`src/rtl/agu_pkg.sv`:
```
package agu_pkg;
  typedef enum logic [3:0] {
    AM_IMM   = 4'd0,
    AM_ZP    = 4'd1,
    AM_ZPX   = 4'd2,
    AM_ZPY   = 4'd3,
    AM_ABS   = 4'd4,
    AM_ABSX  = 4'd5,
    AM_ABSY  = 4'd6,
    AM_ZIND  = 4'd7,
    AM_XIND  = 4'd8,
    AM_INDY  = 4'd9,
    AM_JIND  = 4'd10,
    AM_JINDX = 4'd11
  } amode_e;

  typedef enum logic [2:0] {
    ST_IDLE, ST_LO, ST_HI, ST_CAP, ST_FIN
  } agu_state_e;

  function automatic logic is_ptr(input logic [3:0] m);
    return (m >= 4'd7) && (m <= 4'd11);
  endfunction
endpackage

```
`src/rtl/agu_cost.sv`:
```
module agu_cost
  import agu_pkg::*;
#(
  parameter int CW = 4
) (
  input  logic [3:0]    mode_i,
  input  logic          store_i,
  output logic [CW-1:0] cycles_o
);
  always_comb begin
    case (mode_i)
      AM_ZP:                      cycles_o = CW'(3);
      AM_ZPX, AM_ZPY, AM_ABS:     cycles_o = CW'(4);
      AM_ABSX, AM_ABSY:           cycles_o = store_i ? CW'(5) : CW'(4);
      AM_ZIND, AM_INDY:           cycles_o = store_i ? CW'(6) : CW'(5);
      AM_XIND:                    cycles_o = CW'(6);
      AM_JIND:                    cycles_o = CW'(5);
      AM_JINDX:                   cycles_o = CW'(6);
      default:                    cycles_o = CW'(2);
    endcase
  end
endmodule

```
`src/rtl/agu_direct.sv`:
```
module agu_direct
  import agu_pkg::*;
#(
  parameter int DW = 8,
  localparam int AW = 2 * DW
) (
  input  logic [3:0]    mode_i,
  input  logic [DW-1:0] op_lo_i,
  input  logic [DW-1:0] op_hi_i,
  input  logic [DW-1:0] x_i,
  input  logic [DW-1:0] y_i,
  output logic [AW-1:0] addr_o
);
  logic [DW-1:0] idx;
  logic [DW-1:0] zp_sum;
  logic [AW-1:0] abs_sum;

  assign idx     = (mode_i == AM_ZPY || mode_i == AM_ABSY) ? y_i : x_i;
  assign zp_sum  = op_lo_i + idx;
  assign abs_sum = {op_hi_i, op_lo_i} + {{DW{1'b0}}, idx};

  always_comb begin
    case (mode_i)
      AM_ZPX, AM_ZPY:   addr_o = {{DW{1'b0}}, zp_sum};
      AM_ABS:           addr_o = {op_hi_i, op_lo_i};
      AM_ABSX, AM_ABSY: addr_o = abs_sum;
      default:          addr_o = {{DW{1'b0}}, op_lo_i};
    endcase
  end
endmodule

```
`src/rtl/agu_ptr_base.sv`:
```
module agu_ptr_base
  import agu_pkg::*;
#(
  parameter int DW = 8,
  localparam int AW = 2 * DW
) (
  input  logic [3:0]    mode_i,
  input  logic [DW-1:0] op_lo_i,
  input  logic [DW-1:0] op_hi_i,
  input  logic [DW-1:0] x_i,
  output logic [AW-1:0] lo_addr_o,
  output logic [AW-1:0] hi_addr_o
);
  logic [AW-1:0] base;
  logic [DW-1:0] zx;

  assign zx = op_lo_i + x_i;

  always_comb begin
    case (mode_i)
      AM_XIND:  base = {{DW{1'b0}}, zx};
      AM_JIND:  base = {op_hi_i, op_lo_i};
      AM_JINDX: base = {op_hi_i, op_lo_i} + {{DW{1'b0}}, x_i};
      default:  base = {{DW{1'b0}}, op_lo_i};
    endcase
  end

  // high byte pointer never leaves the page of the low byte
  assign lo_addr_o = base;
  assign hi_addr_o = {base[AW-1:DW], base[DW-1:0] + DW'(1)};
endmodule

```
`src/rtl/addr_former.sv`:
```
module addr_former
  import agu_pkg::*;
#(
  parameter int DW = 8,
  parameter int CW = 4,
  localparam int AW = 2 * DW
) (
  input  logic          clk_i,
  input  logic          rst_ni,
  input  logic          req_i,
  input  logic [3:0]    mode_i,
  input  logic          store_i,
  input  logic [DW-1:0] op_lo_i,
  input  logic [DW-1:0] op_hi_i,
  input  logic [DW-1:0] x_i,
  input  logic [DW-1:0] y_i,
  output logic          idle_o,
  output logic          mem_re_o,
  output logic [AW-1:0] mem_addr_o,
  input  logic [DW-1:0] mem_rdata_i,
  output logic          done_o,
  output logic [AW-1:0] addr_o,
  output logic [CW-1:0] cycles_o
);
  agu_state_e    state_q;
  logic [AW-1:0] lo_a_q, hi_a_q, res_q;
  logic [DW-1:0] ptr_lo_q, y_q;
  logic          post_q;
  logic [CW-1:0] cyc_q;

  logic [CW-1:0] cost;
  logic [AW-1:0] dir_addr, lo_a, hi_a;

  agu_cost #(.CW(CW)) u_cost (
    .mode_i(mode_i), .store_i(store_i), .cycles_o(cost)
  );

  agu_direct #(.DW(DW)) u_dir (
    .mode_i(mode_i), .op_lo_i(op_lo_i), .op_hi_i(op_hi_i),
    .x_i(x_i), .y_i(y_i), .addr_o(dir_addr)
  );

  agu_ptr_base #(.DW(DW)) u_ptr (
    .mode_i(mode_i), .op_lo_i(op_lo_i), .op_hi_i(op_hi_i),
    .x_i(x_i), .lo_addr_o(lo_a), .hi_addr_o(hi_a)
  );

  always_ff @(posedge clk_i or negedge rst_ni) begin
    if (!rst_ni) begin
      state_q  <= ST_IDLE;
      lo_a_q   <= '0;
      hi_a_q   <= '0;
      res_q    <= '0;
      ptr_lo_q <= '0;
      y_q      <= '0;
      post_q   <= 1'b0;
      cyc_q    <= '0;
    end else begin
      case (state_q)
        ST_IDLE: if (req_i) begin
          cyc_q <= cost;
          if (is_ptr(mode_i)) begin
            lo_a_q  <= lo_a;
            hi_a_q  <= hi_a;
            y_q     <= y_i;
            post_q  <= (mode_i == AM_INDY);
            state_q <= ST_LO;
          end else begin
            res_q   <= dir_addr;
            state_q <= ST_FIN;
          end
        end
        ST_LO:  state_q <= ST_HI;
        ST_HI: begin
          ptr_lo_q <= mem_rdata_i;  // low byte returns during high read
          state_q  <= ST_CAP;
        end
        ST_CAP: begin
          res_q   <= {mem_rdata_i, ptr_lo_q} + (post_q ? {{DW{1'b0}}, y_q} : '0);
          state_q <= ST_FIN;
        end
        default: state_q <= ST_IDLE;
      endcase
    end
  end

  assign idle_o     = (state_q == ST_IDLE);
  assign mem_re_o   = (state_q == ST_LO) || (state_q == ST_HI);
  assign mem_addr_o = (state_q == ST_HI) ? hi_a_q : lo_a_q;
  assign done_o     = (state_q == ST_FIN);
  assign addr_o     = res_q;
  assign cycles_o   = cyc_q;

  AST_DONE_PULSE: assert property (@(posedge clk_i) disable iff (!rst_ni)
    done_o |=> !done_o);
  AST_NO_READ_AT_DONE: assert property (@(posedge clk_i) disable iff (!rst_ni)
    done_o |-> !mem_re_o);
  AST_READS_PAIRED: assert property (@(posedge clk_i) disable iff (!rst_ni)
    (mem_re_o && !$past(mem_re_o) && !idle_o) |=> mem_re_o);
  AST_HI_NEXT_BYTE: assert property (@(posedge clk_i) disable iff (!rst_ni)
    (state_q == ST_HI) |-> mem_addr_o[DW-1:0] == ($past(mem_addr_o[DW-1:0]) + DW'(1)));
  AST_HI_SAME_PAGE: assert property (@(posedge clk_i) disable iff (!rst_ni)
    (state_q == ST_HI) |-> mem_addr_o[AW-1:DW] == $past(mem_addr_o[AW-1:DW]));
  AST_CYCLES_RANGE: assert property (@(posedge clk_i) disable iff (!rst_ni)
    done_o |-> (cycles_o >= CW'(2) && cycles_o <= CW'(6)));
endmodule

```
`config.mk`:
```
export PLATFORM = sky130hd
export DESIGN_NAME = addr_former
export DESIGN_NICKNAME = d
export VERILOG_FILES = /design/src/rtl/agu_pkg.sv /design/src/rtl/agu_cost.sv /design/src/rtl/agu_direct.sv /design/src/rtl/agu_ptr_base.sv /design/src/rtl/addr_former.sv
export SDC_FILE = /design/constraint.sdc
export NUM_CORES = 1
export LEC_CHECK = 0
export ABC_CLOCK_PERIOD_IN_PS = 8080
export CAP_MARGIN = 20
export CORE_MARGIN = 8
export CORE_UTILIZATION = 58
export CTS_CLUSTER_DIAMETER = 150
export DETAILED_ROUTE_END_ITERATION = 12
export PLACE_DENSITY = 0.85
export SLEW_MARGIN = 40
export SYNTH_ARGS = -nofsm -noshare
export SYNTH_HDL_FRONTEND = slang
export SYNTH_SLANG_ARGS = --single-unit
```
`constraint.sdc`:
```
create_clock -name clk_i -period 8.08 [get_ports clk_i]
set_clock_uncertainty 0.2 [all_clocks]
set_input_delay 0.808 -clock clk_i [delete_from_list [all_inputs] [get_ports clk_i]]
set_output_delay 0.808 -clock clk_i [all_outputs]
set_load 0.01 [all_outputs]
```
# Yosys cells after proc, flatten, opt, wreduce, memory -nomap -nowiden
# Index checks and enable logic that the tools add are counted.
# W data, S select, Z words.
# op_classes
n_addsub,6
order_cmp,2
n_eq_ne,17
mux,14
n_reduce_logical,13
# op_table
cell,n
$pmux W16 S3,2
$add A16 B8 Y16,3
$mux W16,3
$pmux W16 S2,1
$pmux W4 S6,1
$add A8 B8 Y8,2
$eq A4 B3 Y1 const B,4
$eq A4 B4 Y1 const B,4
$mux W8,2
$pmux W3 S4,1
$add A8 B1 Y8 const B,1
$eq A4 B2 Y1 const B,2
$reduce_or A2 Y1,4
$eq A3 B2 Y1 const B,2
$mux W3,2
$reduce_and A3 Y1,2
$eq A4 B1 Y1 const B,1
$ge A4 B3 Y1 const B,1
$le A4 B4 Y1 const B,1
$ne A2 B2 Y1 const B,2
$eq A3 B1 Y1 const B,1
$eq A3 B3 Y1 const B,1
$logic_not A3 Y1,1
$reduce_or A3 Y1,1
other kinds (6),7
# word_totals
register_bits,72
in_bits,48
output_inout_bits,39

# Logic depth before layout (Yosys ltp)
# Gate-level depths: netlist (run 1).
# depth
ltp_word,8
mapped_depth,14

# Hierarchy
# A second synthesis (run 1) with hierarchy kept.
# unflattened
hier_cells,544
hier_area_um2,5646.7
# by_module_without_submodules
mod,n_inst,cells_per_inst,area_per_inst_um2,seq_area_each_um2
addr_former,1,291,3649.8,1801.7
agu_ptr_base,1,125,993.5,0.0
agu_direct,1,108,847.1,0.0
agu_cost,1,20,156.4,0.0

# Worst setup path after synthesis (run 1)
# OpenSTA, ideal clock, no wires.
# synth_path
kind,input-to-reg
startpoint,in mode_i[0]
endpoint,"reg res_q[14], in the netlist addr_o[14]"
setup_time_ns,0.067
t_arrival_ns,3.725
required_ns,7.813
slack_ns,4.088
stages,14
path_buffers,1
cell_sequence,clkbuf_1 -> xnor2_1 -> nor3b_2 -> mux2_2 -> ha_1 -> inv_1 -> fa_1 -> nand3b_1 -> nand2_1 -> a31oi_1 -> o21a_1 -> or4_1 -> a31oi_1 -> a221o_1
# synth_between
elab_chain_cells,8
elab_cells_between_ends,19
cone_classes,add/sub: 1; order compare: 2; eq/ne: 6; mux: 5; reduce/logical: 5
# synth_lines
element,line,rtl
start: declaration,addr_former.sv:11,"input logic [3:0] mode_i,"
$eq A4 B2 Y1 / $eq A4 B3 Y1 (equally long branches),"agu_direct.sv:18, agu_direct.sv:23",
$logic_or A1 B1 Y1,agu_direct.sv:18,assign idx = (mode_i == AM_ZPY || mode_i == AM_ABSY) ? y_i : x_i;
$mux W8,agu_direct.sv:18,
$add A16 B8 Y16,agu_direct.sv:20,"assign abs_sum = {op_hi_i, op_lo_i} + {{DW{1'b0}}, idx};"
$pmux W16 S3,agu_direct.sv:23,case (mode_i)
$mux W16,addr_former.sv:62,if (is_ptr(mode_i)) begin
$mux W16,addr_former.sv:60,ST_IDLE: if (req_i) begin
$pmux W16 S2,addr_former.sv:59,case (state_q)
end signal: assignment,addr_former.sv:69,res_q <= dir_addr;
end signal: assignment,addr_former.sv:79,"res_q <= {mem_rdata_i, ptr_lo_q} + (post_q ? {{DW{1'b0}}, y_q} : '0);"
end: declaration,addr_former.sv:26,"logic [AW-1:0] lo_a_q, hi_a_q, res_q;"
# Several ways; a longest one is shown, not always the timed one. The select of a mux whose other input is x is not followed.
# A chain may end at the register's enable or synchronous reset.

# Worst setup path in the final report (run 1)
# layout_path
startpoint,in mode_i[0]
endpoint,"reg res_q[10], in the netlist addr_o[10]"
# The elaborated chain is that of the path after synthesis.

==> results of run 1 <==
-- state kept, by name (all words and copies together) (netlist names) --
| signal | flops |
|---|---|
| addr_o | 16 |
| lo_a_q | 16 |
| ptr_lo_q | 8 |
| y_q | 8 |
| post_q | 1 |
| hi_a_q | 8 |
| state_q | 3 |
| cycles_o | 3 |
-- critical path, stage by stage --
cell and delay (ns):
clkdlybuf4s50_1 0.96, xnor2_1 0.19, nor3b_2 0.58, mux2_2 0.28, ha_1 0.18, inv_1 0.07
fa_1 0.39, nand3b_1 0.17, nand2_1 0.11, a31oi_1 0.15, o21a_1 0.29, o311ai_0 0.39
o311ai_0 0.23, o221a_2 0.17
-- cell type report --
class                      instances  area [um^2]
inverter                          14         52.6
clock inverter                     4         70.1
sequential                        63         1580
tap                              105          131
multi-input combinational        438         2920
timing repair buffer              88          872
fill                             623         2250
clock buffer                      11          141
-- placed cells by master, fill, tap and decap left out, types with 8 or more instances in the layout --
| cell | n |
|---|---|
| mux2_2 | 24 |
| nand2_1 | 88 |
| nand2b_1 | 10 |
| inv_1 | 13 |
| clkdlybuf4s50_1 | 84 |
| and2_1 | 9 |
| a31oi_1 | 8 |
| o21ai_0 | 45 |
| a21oi_1 | 34 |
| a21o_1 | 9 |
| xor2_1 | 17 |
| dfrtp_1 | 63 |
| xnor2_1 | 22 |
| ha_1 | 27 |
| nand3_1 | 14 |
| nor2_1 | 28 |
| nor3_1 | 10 |
| clkbuf_8 | 10 |
-- per-stage QoR --
step                instance area [um^2]  hold slack (ns)  instances  total power, mW  util [%]
floorplan                           4690            0.237        549             1.08         -
global placement                    5540            0.251        708             1.40      69.2
detailed placement                  5540            0.255        708             1.44      69.2
CTS                                 5760            0.271        723             1.75      71.9
global route                        5760            0.296        723             1.87      71.9
finish                              5760            0.269        723             1.75      71.9
-- worst max path at each step --
| stage | slack [ns] | endpoint | cells after the start | startpoint |
|---|---|---|---|---|
| floorplan | 4.09 | addr_o[14] | 14 | mode_i[0] |
| global placement | 3.13 | addr_o[14] | 14 | mode_i[0] |
| detailed placement | 2.90 | addr_o[10] | 14 | mode_i[0] |
| CTS | 3.23 | addr_o[14] | 14 | mode_i[0] |
| global route | 2.92 | addr_o[12] | 14 | mode_i[0] |
| finish | 3.11 | addr_o[10] | 14 | mode_i[0] |
-- cell families after synthesis --
family | after synthesis
compound gates | 149
xor+xnor | 40
buf+inv | 48
flops | 63
mux | 28
other cells | 1
fa+ha+maj | 30
simple gates | 190
-- synthesized netlist by cell type, drive strengths merged (10+ instances only) --
library cell  number  area (um^2)
xor2              18          165
nand2b            10         62.6
a21oi             34          170
nand3             14         70.1
dfrtp             63         1580
inv               14         52.6
o21ai             51          255
mux2              24          270
xnor2             22          193
clkbuf            25         93.8
nor2              29          109
and2              10         62.6
ha                27          338
nand2             88          330
nor3              11         60.1
-- power by group through the flow --
stage                     Clock (mW)  Sequential [mW]  Combinational [mW]
after floorplan                    0            0.551               0.533
after global placement             0            0.556               0.847
after detailed placement           0            0.565               0.878
after CTS                      0.306            0.561               0.886
after global routing           0.323            0.579               0.969
final                          0.305            0.561               0.886
-- per-layer routing --
layer	routed length, um	vias up	track usage, %
li1	-	2072	-
met1	5150	2078	27.5
met2	6240	201	38.8
met3	937	44	5.63
met4	402	0	10.4
met5	0	-	0
==> run metrics, run 1 <==
Final nets=about 690; CP Max Fanout=21; CTS tree=yes; Worst EP required=just over 8 ns; core box area=roughly 8000 um^2; Worst Reg-to-Reg Cells=11; Setup WS pre-CTS=2.90 ns; Syn Inst Count=between 500 and 600; compound-cell area share of the yosys netlist=19.8%; Pwr Density=304 nW/um^2; growth of design area from synthesis to finish=22.8%; Final Cycle Share=about three fifths; die area=11200 um^2; DR pass1 iterations=5; # IOs=87; Overflow after GRT=0; vias in the first global route=4483; routability cong.=roughly 0.9; post-synthesis cell type count=between 60 and 70; CTS resizes=0; Worst setup EP type=flip-flop; Iteration-0 DRC Markers=~220; Slew Limit Headroom=between 40% and 50%; static leakage=approximately 2.5 nW; min-delay src=y_q[4]; largest net degree at the start of global routing=between 60 and 70; # DRC=0; cts hold-fix bufs=0; startpoint types=input port; mapped cell area=4690 um^2; main combinational cell family by area after synthesis=compound AO/OA/AOI/OAI gates; Syn Area/Cell=8.54 um^2; via count=approximately 4400; GR Util All Layers=between 20% and 30%; max_cap viols=0; worst reg2reg startpoint=post_q; Worst Hold Class=flip-flop to flip-flop; sequential element share of the synthesized area=between 30% and 40%; first-pass GRT wire length=~21 mm; Syn Nets=627; Final Hold Violating Endpoints=0; setup ws final=roughly 3.1 ns; antenna cells=0; Tmin final=4.97 ns; Hold Path Stages=2; switching part of the total power=between 30% and 40%; Max Root-Sink Buffers=2; Clock Power Share=between 10% and 20%; Synth Area in Simple Gates=about a fifth; adder-cell share of the synthesized area=8.48%; Tightest Pin Transition=0.848 ns; wire per inst=roughly 18 um; clk_lat worst skew=approximately 0.34 ns; maximum clock rate=0.201 GHz; initial antenna violation count=0; Main synth FF type=dfrtp_1; num rows=33; Initial Util=between 50 and 60%; XOR/XNOR Fraction of Synth Area=under 10%; Peak VDD IR=about 0.17 mV; routed wire length=12.7 mm; vias per inst=6.08; Yosys reg bits=between 60 and 70; CTS root buf=clkbuf_8; Die Y=~110 um; CTS sink cnt=63; Num CTS Buffers=9; EDFF count, synth=0; # setup viols final=0; FF-to-FF End=addr_o[14]; Logic pwr share=between 50% and 60%; Internal=between 1 and 1.5 mW; Setup TNS=0 ns; Slew Viols, Final=0; CTS clk-pin slew, worst paths=about 0.07 ns; share of cells above drive strength 1=under 10%; Setup CP Type=input port to flip-flop; Chip Width=about 110 um; Async S/R FF share, synth=100%; Seq pwr share=roughly 32%; r2r setup slk=5.00 ns; Synth warnings=0; H-Tree Depth=3; status=complete, no violations; antenna viol nets, final=0; Switch Pwr=0.662 mW; PortBufs=85; placed wire-length estimate after detailed placement=9.74 mm; WHS Endpoint=y_q[4]; crit path DAT=around 5.0 ns; unrepaired setup endpoints after global routing=no; mux share of post-synthesis cell area=6.62%; post-CTS setup buffers=0
No activity file was read; power rests on OpenSTA's default activity.
==> run 2, diff against run 1 <==
--- a/config.mk
+++ b/config.mk
@@ -5,13 +5,13 @@
 export SDC_FILE = /design/constraint.sdc
 export NUM_CORES = 1
 export LEC_CHECK = 0
-export ABC_CLOCK_PERIOD_IN_PS = 8080
+export ABC_CLOCK_PERIOD_IN_PS = 4800
 export CAP_MARGIN = 20
 export CORE_MARGIN = 8
-export CORE_UTILIZATION = 58
+export CORE_UTILIZATION = 53
 export CTS_CLUSTER_DIAMETER = 150
 export DETAILED_ROUTE_END_ITERATION = 12
-export PLACE_DENSITY = 0.85
+export PLACE_DENSITY = 0.79
 export SLEW_MARGIN = 40
 export SYNTH_ARGS = -nofsm -noshare
 export SYNTH_HDL_FRONTEND = slang
==> constraint.sdc (replaced) <==
create_clock -name clk_i -period 4.8 [get_ports clk_i]
set_clock_uncertainty 0.2 [all_clocks]
set_input_delay 0.48 -clock clk_i [delete_from_list [all_inputs] [get_ports clk_i]]
set_output_delay 0.48 -clock clk_i [all_outputs]
set_load 0.01 [all_outputs]
==> run 2 against run 1 <==
- clock power increased by 43%
- cell count grew 1.2%
- core utilization is 5.1 points lower
- setup slack worse by 2.1 ns
- critical path type unchanged
- global-route usage shrank 0.26 points
- largest power group unchanged
- power is 64% higher
- combinational power is 68% higher
- wire length increased by 3.0%
- critical path depth stayed put
==> run metrics, run 2 (synthesis gave the netlist of run 1 again) <==
status=complete, no violations; CTS resizes=0; Initial Util=54.3%; # DRC=0; vias in the first global route=approximately 4400; Worst Hold Class=input port to asynchronous set/reset pin; clk_lat worst skew=0.36 ns; Num CTS Buffers=9; antenna viol nets, final=0; Pwr Density=~500 nW/um^2; Max Root-Sink Buffers=2; Final Cycle Share=about four fifths; max_cap viols=0; initial antenna violation count=0; wire per inst=approximately 18 um; static leakage=2.48 nW; Final Hold Slack=slightly below 0.01 ns; H-Tree Depth=3; share of cells above drive strength 1=9.78%; Final Hold Violating Endpoints=0; Overflow after GRT=0; via count=about 4300; commonest non-fill, non-tap cell in the layout=nand2_1; Chip Width=between 100 and 150 um; most frequent cells in the layout=nand2_1 (88), clkdlybuf4s50_1 (84), dfrtp_1 (63); Slew Viols, Final=0; # setup viols final=0; die area=12100 um^2; CTS sink cnt=63; CTS root buf=clkbuf_8; antenna cells=0; Worst setup EP type=flip-flop; routed wire length=13.1 mm; routability cong.=about 0.89; Final nets=697; Slew Limit Headroom=between 40% and 50%; Setup CP Type=input port to flip-flop; CTS tree=yes; cts hold-fix bufs=0; GR Util All Layers=22.9%; core box area=approximately 8600 um^2; # IOs=slightly below 90; Setup TNS=0 ns; maximum clock rate=around 0.27 GHz; Peak VDD IR=0.263 mV; growth of design area from synthesis to finish=23.1%; num rows=34; Iteration-0 DRC Markers=254; DR pass1 iterations=4; unrepaired setup endpoints after global routing=no; CP Max Fanout=6; largest net degree at the start of global routing=64; Worst EP required=roughly 4.8 ns; crit path DAT=around 3.8 ns; CTS clk-pin slew, worst paths=0.07 ns; post-CTS setup buffers=0; first-pass GRT wire length=roughly 22 mm; vias per inst=slightly below 6; Tmin final=approximately 3.8 ns; Tightest Pin Transition=about 0.82 ns; Die Y=about 110 um; placed wire-length estimate after detailed placement=between 10 and 15 mm; PortBufs=85; startpoint types=input port
-- run 2: worst max-delay path, stage by stage --
cell and delay (ns):
clkdlybuf4s50_1 0.47, xnor2_1 0.16, nor3b_2 0.36, mux2_2 0.23
ha_1 0.18, inv_1 0.06, fa_1 0.40, nand3b_1 0.17
nand2_1 0.10, a31oi_1 0.13, o21a_1 0.27, o311ai_0 0.43
o311ai_0 0.20, o221a_2 0.16
-- run 2: path summary, 6_finish.rpt --
path | from | end | slack, ns | cells after the start
max | mode_i[2] | addr_o[12] | 1.04 | 14
min | rst_ni | lo_a_q[7] | 0.01 | 2
max reg2reg | post_q | addr_o[14] | 1.75 | 11
min reg2reg | y_q[7] | y_q[7] | 0.27 | 2
max in group asynchronous | rst_ni | y_q[0] | 3.98 | 2
min in group clk_i | y_q[7] | y_q[7] | 0.27 | 2
-- run 2: metal layers --
layer / vias up / wire length (um) / GRT usage [%]
met5: - / 0 / 0
met4: 0 / 342 / 10.4
met3: 29 / 821 / 3.90
met2: 167 / 6360 / 38.4
met1: 2021 / 5590 / 28.2
li1: 2081 / - / -
-- run 2: power breakdown --
| group | switching (mW) | internal (mW) | leakage (nW) |
|---|---|---|---|
| registers | 0.163 | 0.780 | 0.778 |
| clock network | 0.224 | 0.213 | 0.0873 |
| logic | 0.738 | 0.755 | 1.61 |
-- run 2: per-stage QoR --
| step | setup WS [ns] | area [um^2] | instances | power [mW] | util [%] |
|---|---|---|---|---|---|
| floorplan | 1.14 | 4690 | 549 | 1.82 | - |
| global placement | 0.836 | 5590 | 716 | 2.38 | 64.7 |
| detailed placement | 0.669 | 5590 | 716 | 2.44 | 64.7 |
| CTS | 1.05 | 5770 | 732 | 2.88 | 66.8 |
| global route | 0.827 | 5780 | 732 | 3.08 | 66.9 |
| finish | 1.04 | 5780 | 732 | 2.87 | 66.9 |
-- run 2: area by class of cell --
cell class	instances	area, um^2
fillers	720	2860
inverters	14	52.6
well taps	108	135
flip-flops and latches	63	1580
clock buffers	11	151
repair buffers	93	910
clock inverters	5	32.5
multi-input cells	438	2920
